[src/rtl/alu_pkg.sv]
package alu_pkg;

  typedef enum logic [4:0] {
    OP_ADD  = 5'd0,
    OP_ADDU = 5'd1,
    OP_SUB  = 5'd2,
    OP_SUBU = 5'd3,
    OP_AND  = 5'd4,
    OP_OR   = 5'd5,
    OP_XOR  = 5'd6,
    OP_NOR  = 5'd7,
    OP_SLL  = 5'd8,
    OP_SRL  = 5'd9,
    OP_SRA  = 5'd10,
    OP_SLLV = 5'd11,
    OP_SRLV = 5'd12,
    OP_SRAV = 5'd13,
    OP_SLT  = 5'd14,
    OP_SLTU = 5'd15,
    OP_LUI  = 5'd16
  } alu_op_e;

  typedef enum logic [2:0] {
    SEL_NONE,
    SEL_ARITH,
    SEL_LOGIC,
    SEL_SHIFT,
    SEL_CMP,
    SEL_UPPER
  } res_sel_e;

  typedef enum logic [1:0] {
    LF_AND,
    LF_OR,
    LF_XOR,
    LF_NOR
  } logic_fn_e;

  typedef struct packed {
    res_sel_e  sel;
    logic      sub;
    logic      trap_en;
    logic_fn_e lfn;
    logic      sh_left;
    logic      sh_arith;
    logic      sh_var;
    logic      cmp_uns;
  } alu_ctrl_t;

endpackage

[src/rtl/alu_addsub.sv]
module alu_addsub #(
  parameter int WIDTH = 32
) (
  input  logic [WIDTH-1:0] a_i,
  input  logic [WIDTH-1:0] b_i,
  input  logic             sub_i,
  output logic [WIDTH-1:0] sum_o,
  output logic             ovf_o,
  output logic             lt_s_o,
  output logic             lt_u_o
);
  localparam int MSB = WIDTH - 1;

  logic [WIDTH-1:0] b_eff;
  logic [WIDTH:0]   full;

  always_comb begin
    b_eff  = sub_i ? ~b_i : b_i;
    full   = {1'b0, a_i} + {1'b0, b_eff} + {{WIDTH{1'b0}}, sub_i};
    sum_o  = full[MSB:0];
    if (sub_i) ovf_o = (a_i[MSB] ^ b_i[MSB]) & (a_i[MSB] ^ sum_o[MSB]);
    else       ovf_o = ~(a_i[MSB] ^ b_i[MSB]) & (a_i[MSB] ^ sum_o[MSB]);
    lt_s_o = (a_i[MSB] != b_i[MSB]) ? a_i[MSB] : sum_o[MSB];
    lt_u_o = ~full[WIDTH];
  end

  always_comb begin
    if (sub_i && (a_i == b_i))
      assert_eq_not_less_R7: assert (!lt_s_o && !lt_u_o && !ovf_o);
  end

endmodule

[src/rtl/alu_logic.sv]
module alu_logic #(
  parameter int WIDTH = 32
) (
  input  logic [WIDTH-1:0]   a_i,
  input  logic [WIDTH-1:0]   b_i,
  input  alu_pkg::logic_fn_e fn_i,
  output logic [WIDTH-1:0]   y_o
);
  import alu_pkg::*;

  always_comb begin
    unique case (fn_i)
      LF_AND:  y_o = a_i & b_i;
      LF_OR:   y_o = a_i | b_i;
      LF_XOR:  y_o = a_i ^ b_i;
      default: y_o = ~(a_i | b_i);
    endcase
  end

endmodule

[src/rtl/alu_shifter.sv]
module alu_shifter #(
  parameter int WIDTH = 32,
  localparam int SHW = $clog2(WIDTH)
) (
  input  logic [WIDTH-1:0] val_i,
  input  logic [SHW-1:0]   amt_i,
  input  logic             left_i,
  input  logic             arith_i,
  output logic [WIDTH-1:0] y_o
);
  logic             fill;
  logic [WIDTH-1:0] rev_in;
  logic [WIDTH-1:0] rev_out;
  logic [WIDTH-1:0] stg [0:SHW];

  assign fill = arith_i & ~left_i & val_i[WIDTH-1];

  for (genvar i = 0; i < WIDTH; i++) begin : g_rev
    assign rev_in[i]  = val_i[WIDTH-1-i];
    assign rev_out[i] = stg[SHW][WIDTH-1-i];
  end

  assign stg[0] = left_i ? rev_in : val_i;

  for (genvar k = 0; k < SHW; k++) begin : g_stage
    localparam int STEP = 1 << k;
    assign stg[k+1] = amt_i[k] ? {{STEP{fill}}, stg[k][WIDTH-1:STEP]} : stg[k];
  end

  assign y_o = left_i ? rev_out : stg[SHW];

  always_comb begin
    if (arith_i && !left_i)
      assert_sra_keeps_sign_R5: assert (y_o[WIDTH-1] == val_i[WIDTH-1]);
    if (amt_i == '0)
      assert_zero_shift_R6: assert (y_o == val_i);
  end

endmodule

[src/rtl/int_exec_alu.sv]
module int_exec_alu #(
  parameter int WIDTH = 32
) (
  input  logic [4:0]               op_i,
  input  logic [WIDTH-1:0]         opa_i,
  input  logic [WIDTH-1:0]         opb_i,
  input  logic [$clog2(WIDTH)-1:0] shamt_i,
  output logic [WIDTH-1:0]         result_o,
  output logic                     ovf_trap_o,
  output logic                     wr_suppress_o
);
  import alu_pkg::*;

  localparam int SHW  = $clog2(WIDTH);
  localparam int HALF = WIDTH / 2;

  alu_ctrl_t        ctl;
  logic [WIDTH-1:0] sum, lres, sres;
  logic             ovf, lt_s, lt_u, cmp_bit;
  logic [SHW-1:0]   amt;

  always_comb begin
    ctl = '{sel: SEL_NONE, sub: 1'b0, trap_en: 1'b0, lfn: LF_AND,
            sh_left: 1'b0, sh_arith: 1'b0, sh_var: 1'b0, cmp_uns: 1'b0};
    case (op_i)
      OP_ADD:  begin ctl.sel = SEL_ARITH; ctl.trap_en = 1'b1; end
      OP_ADDU: ctl.sel = SEL_ARITH;
      OP_SUB:  begin ctl.sel = SEL_ARITH; ctl.sub = 1'b1; ctl.trap_en = 1'b1; end
      OP_SUBU: begin ctl.sel = SEL_ARITH; ctl.sub = 1'b1; end
      OP_AND:  begin ctl.sel = SEL_LOGIC; ctl.lfn = LF_AND; end
      OP_OR:   begin ctl.sel = SEL_LOGIC; ctl.lfn = LF_OR;  end
      OP_XOR:  begin ctl.sel = SEL_LOGIC; ctl.lfn = LF_XOR; end
      OP_NOR:  begin ctl.sel = SEL_LOGIC; ctl.lfn = LF_NOR; end
      OP_SLL:  begin ctl.sel = SEL_SHIFT; ctl.sh_left = 1'b1; end
      OP_SRL:  ctl.sel = SEL_SHIFT;
      OP_SRA:  begin ctl.sel = SEL_SHIFT; ctl.sh_arith = 1'b1; end
      OP_SLLV: begin ctl.sel = SEL_SHIFT; ctl.sh_left = 1'b1; ctl.sh_var = 1'b1; end
      OP_SRLV: begin ctl.sel = SEL_SHIFT; ctl.sh_var = 1'b1; end
      OP_SRAV: begin ctl.sel = SEL_SHIFT; ctl.sh_arith = 1'b1; ctl.sh_var = 1'b1; end
      OP_SLT:  begin ctl.sel = SEL_CMP; ctl.sub = 1'b1; end
      OP_SLTU: begin ctl.sel = SEL_CMP; ctl.sub = 1'b1; ctl.cmp_uns = 1'b1; end
      OP_LUI:  ctl.sel = SEL_UPPER;
      default: ctl.sel = SEL_NONE;
    endcase
  end

  alu_addsub #(.WIDTH(WIDTH)) u_addsub (
    .a_i    (opa_i),
    .b_i    (opb_i),
    .sub_i  (ctl.sub),
    .sum_o  (sum),
    .ovf_o  (ovf),
    .lt_s_o (lt_s),
    .lt_u_o (lt_u)
  );

  alu_logic #(.WIDTH(WIDTH)) u_logic (
    .a_i  (opa_i),
    .b_i  (opb_i),
    .fn_i (ctl.lfn),
    .y_o  (lres)
  );

  assign amt = ctl.sh_var ? opb_i[SHW-1:0] : shamt_i;

  alu_shifter #(.WIDTH(WIDTH)) u_shift (
    .val_i   (opa_i),
    .amt_i   (amt),
    .left_i  (ctl.sh_left),
    .arith_i (ctl.sh_arith),
    .y_o     (sres)
  );

  assign cmp_bit = ctl.cmp_uns ? lt_u : lt_s;

  always_comb begin
    unique case (ctl.sel)
      SEL_ARITH: result_o = sum;
      SEL_LOGIC: result_o = lres;
      SEL_SHIFT: result_o = sres;
      SEL_CMP:   result_o = {{(WIDTH-1){1'b0}}, cmp_bit};
      SEL_UPPER: result_o = {opb_i[HALF-1:0], {HALF{1'b0}}};
      default:   result_o = '0;
    endcase
  end

  assign ovf_trap_o    = ctl.trap_en & ovf;
  assign wr_suppress_o = ovf_trap_o;

  always_comb begin
    if (op_i == OP_ADDU || op_i == OP_SUBU)
      assert_unsigned_no_trap_R2: assert (!ovf_trap_o);
    if (ovf_trap_o)
      assert_trap_only_signed_R10: assert (op_i == OP_ADD || op_i == OP_SUB);
    if (op_i == OP_LUI)
      assert_upper_low_zero_R9: assert (result_o[HALF-1:0] == '0);
    if (op_i == OP_NOR)
      assert_nor_disjoint_R4: assert ((result_o & (opa_i | opb_i)) == '0);
    if (op_i == OP_SLT || op_i == OP_SLTU)
      assert_cmp_single_bit_R7: assert (result_o[WIDTH-1:1] == '0);
  end

endmodule

[config.mk]
export PLATFORM = sky130hd
export DESIGN_NAME = int_exec_alu
export DESIGN_NICKNAME = d
export VERILOG_FILES = /design/src/rtl/alu_pkg.sv /design/src/rtl/alu_addsub.sv /design/src/rtl/alu_logic.sv /design/src/rtl/alu_shifter.sv /design/src/rtl/int_exec_alu.sv
export SDC_FILE = /design/constraint.sdc
export NUM_CORES = 1
export LEC_CHECK = 0
export ABC_CLOCK_PERIOD_IN_PS = 6770
export CORE_MARGIN = 3
export CORE_UTILIZATION = 50
export DETAILED_ROUTE_END_ITERATION = 7
export DONT_BUFFER_PORTS = 1
export GPL_ROUTABILITY_DRIVEN = 0
export SLEW_MARGIN = 30
export SYNTH_ARGS = -nofsm -noshare
export SYNTH_HDL_FRONTEND = slang
export SYNTH_HIERARCHICAL = 1
export SYNTH_SLANG_ARGS = --single-unit
[constraint.sdc]
create_clock -name vclk -period 6.77
set_input_delay 1.354 -clock vclk [all_inputs]
set_output_delay 1.354 -clock vclk [all_outputs]
set_load 0.01 [all_outputs]
# After elaboration in Yosys (flattened, before gate mapping)
# Cells that the tools add are included.
[word_totals]
register_bits = 0
in_bits = 74
output_inout_bits = 34
word_cells = 74
[op_classes]
n_addsub = 2
n_eq_ne = 24
n_mux = 22
bitwise = 15
reduce_logical = 11
[ops]
columns = ["operator", "count"]
rows = [
  ["$mux W32", 8],
  ["$pmux W32 S5", 1],
  ["$pmux W32 S3", 1],
  ["$not A32 Y32", 2],
  ["$eq A5 B4 Y1 const B", 8],
  ["$add A32 B32 Y33", 1],
  ["$add A33 B1 Y33", 1],
  ["$and A32 B32 Y32", 1],
  ["$or A32 B32 Y32", 1],
  ["$xor A32 B32 Y32", 1],
  ["$eq A5 B3 Y1 const B", 4],
  ["$pmux W3 S5", 1],
  ["$reduce_or A4 Y1", 3],
  ["$eq A5 B2 Y1 const B", 2],
  ["$mux W1", 9],
  ["$reduce_or A2 Y1", 4],
  ["$eq A3 B2 Y1 const B", 2],
  ["$eq A3 B3 Y1 const B", 2],
  ["$pmux W2 S3", 1],
  ["$reduce_or A6 Y1", 1],
  ["$and A1 B1 Y1", 5],
  ["$eq A5 B1 Y1 const B", 1],
  ["$eq A5 B5 Y1 const B", 1],
  ["$logic_not A5 Y1", 1],
  ["other kinds (9)", 12],
]

# Longest topological paths before layout
[logic_depth]
ltp_word = 13
mapped_depth = 19
mapped_depth_nobuf = 15

# Modules after synthesis
# Netlist, hierarchy kept.
[by_module_without_submodules]
columns = ["mod", "instances", "cells_each", "area_each_um2", "seq_area_each_um2"]
rows = [
  ["alu_shifter", 1, 461, 3594.7, 0.0],
  ["alu_logic", 1, 306, 2242.2, 0.0],
  ["alu_addsub", 1, 300, 2200.9, 0.0],
  ["int_exec_alu", 1, 143, 1219.9, 0.0],
]

# Worst setup path before layout
# OpenSTA, ideal clock, no wires.
[synth_timing]
path_kind = "input -> output"
startpoint = "input port op_i[2]"
endpoint = "output port result_o[30]"
arrival_ns = 4.922
required_time_ns = 5.416
setup_slack_ns = 0.494
path_stages = 19
n_path_buf = 5
path_cell_list = "buf_6 buf_6 xor2_1 nor3b_1 buf_2 buf_1 xor2_1 ha_1 buf_6 a21o_1 a21oi_4 o211ai_1 a221oi_2 a21bo_2 and4b_1 a311o_1 mux2i_1 nor2_1 a221o_1"
[synth_lines]
columns = ["item", "line", "source"]
rows = [
  ["start, declared", "int_exec_alu.sv:4", "input logic [4:0] op_i,"],
  ["end, declared", "int_exec_alu.sv:8", "output logic [WIDTH-1:0] result_o,"],
]

==> results.tsv <==
metric	value	unit
grt_pass1_vias	8665	
syn-num-nets	1380	
grt_usage	32.9	%
final_antenna_net_count	0	
power_frac_comb	100.0	%
ff_latch_area	0	sq um
period_share	94.4	%
die_h	142	um
status	finished clean	
finalHoldViolCount	0	
fin_crit	6.39	ns
synth_cell_types	98	
fmax	156	MHz
yosys.area.top_type_share	12.8	%
wirelength	34.8	mm
yosysSeqAreaShare	0	%
route.detailed.drc	0	
dp.final_hpwl	27.4	mm
synth_compound_area_share	27.2	%
die_area	0.0202	sq mm
portBuffers	0	
design_area	0.00923	sq mm
critPathRequiredTime	5.42	ns
slew_viol_final	0	
postCtsSetupBuffers	0	
critPathCaptureType	primary output	
syn_area_per_cell	7.65	sq um
drtIter0Drc	1401	
synth_common_cells	136 x nand2_1, 95 x ha_1, 82 x inv_1, 82 x nor2_1, 63 x a21oi_1	
syn_to_final_growth	-0.311	%
layout.nets	1312	
worstMarginPinSlew	0.960	ns
coreArea	0.0181	sq mm
grt_pass1_wl	52.2	mm
netlist_instances	1210	
yosysTopAreaCell	ha_1	
p_clk_share	0	%
synth_fa_ha_area_share	13.2	%
switchingPower	0.575	mW
ys_warn_count	6	
vias	9443	
io_pins	108	
hp-class	in2out	
power.density	106	mW/mm^2
intPower	0.405	mW
yosysMostFrequentCell	nand2_1	
cts_resized	0	
synth_area_leaders	ha_1 13%, mux4_2 8.3%, mux2i_1 6.6%	
overflow	0	
ir_drop	0.0000374	V
synth.area.mux_share	25.7	%
drive_gt1_share	16.7	%
dpl_cell_area	0.00923	sq mm
setup_viol	0	
first_pass_iters	6	
start_util	51.2	%
die_x	142	um
synth-simple-area-share	18.3	%
hold_end	ovf_trap_o	
cp_max_fo	32	
nFlopsAndLatches	0	
start_kind	primary input	
n_antenna_cell	0	
holdWs	2.88	ns
hold_buffers	0	
via_per_inst	6.90	
arrival	5.04	ns
post-route-util	51.0	%
fin_tns_setup	0	ns
leakage	4.02	nW
synth_top_family_by_area	compound AO/OA/AOI/OAI gates	
n_clock_buffer	0	
slew_headroom	35.5	%
antenna_found_initial	0	
max_cap_viol_count	0	
whs_path_depth	2	
crit_type	in2out	
synth_area	0.00926	sq mm
wl_per_cell	25.4	um
synth-xor-area-share	5.95	%
switching_share	58.7	%
seqPwrFrac	0	%
grt_max_degree	55	
rsz0062_at_grt	false	
num_rows	49	
total_power	0.979	mW
hp-start	op_i[0]	
metal layers:
| metal | vias to the layer above | GRT usage, % | wire length, um | share of wire [%] |
|---|---|---|---|---|
| met2 | 648 | 50.9 | 14900 | 43 |
| met3 | 93 | 9.85 | 4530 | 13 |
| met5 | - | 0 | 0 | 0 |
| met4 | 0 | 10.8 | 1510 | 4.3 |
| li1 | 4329 | - | - | - |
| met1 | 4373 | 43.8 | 14000 | 40 |
worst max-delay path, stage by stage:
cell,delay [ns]
xor2_1,0.15
nor3b_2,0.24
buf_12,0.27
xor2_1,0.23
inv_1,0.08
fa_1,0.43
nor2b_1,0.22
o21ba_2,0.18
o2111a_1,0.20
o31ai_1,0.11
o31ai_1,0.52
a41oi_1,0.21
mux2i_1,0.33
nor2_1,0.11
a221o_1,0.38
cell families after synthesis:
family	Yosys count
AO/OA/AOI/OAI	351
AND/OR/NAND/NOR	346
buffers and inverters	180
multiplexers	174
adder cells (fa/ha/maj)	97
XOR/XNOR	62
power groups by stage:
stage / sequential (mW) / clock, mW / combinational [mW]
after floorplan: 0 / 0 / 0.750
after global placement: 0 / 0 / 0.940
after detailed placement: 0 / 0 / 0.943
after CTS: 0 / 0 / 0.948
after global routing: 0 / 0 / 1.05
final: 0 / 0 / 0.979
layout make-up:
| type | count | area (sq um) |
|---|---|---|
| Timing Repair Buffer | 26 | 233 |
| Tap cell | 229 | 287 |
| Inverter | 84 | 315 |
| Multi-Input combinational cell | 1030 | 8390 |
| Fill cell | 1779 | 8860 |
metrics by stage:
stage               std cells  setup slack [ns]
finish                   1369             0.379
global route             1369             0.135
CTS                      1369             0.443
detailed placement       1369             0.450
global placement         1369             0.459
floorplan                1210             0.494
layout by cell type (no fill, tap or decap), drive strengths merged, types with 15 or more instances in the layout:
cell type    n
nor3        15
mux2i       62
nand3       15
nand2      136
inv         82
o21ai       91
ha          95
nand4       15
o22ai       17
nor2        82
buf         26
mux4        34
a221o       19
nor2b       26
xnor2       17
mux2        78
a21oi       66
xor2        45
o2bb2ai     16
a21o        17
how the worst max path moves through the flow:
stage	startpoint	endpoint	slack, ns	cells past startpoint
after floorplan	op_i[2]	result_o[30]	0.49	19
after global placement	op_i[4]	result_o[24]	0.46	11
after detailed placement	op_i[4]	result_o[24]	0.45	11
after CTS	op_i[4]	result_o[24]	0.44	11
after global routing	op_i[3]	result_o[24]	0.14	15
final	op_i[3]	result_o[24]	0.38	15
Power figures use the tool's default switching activity.
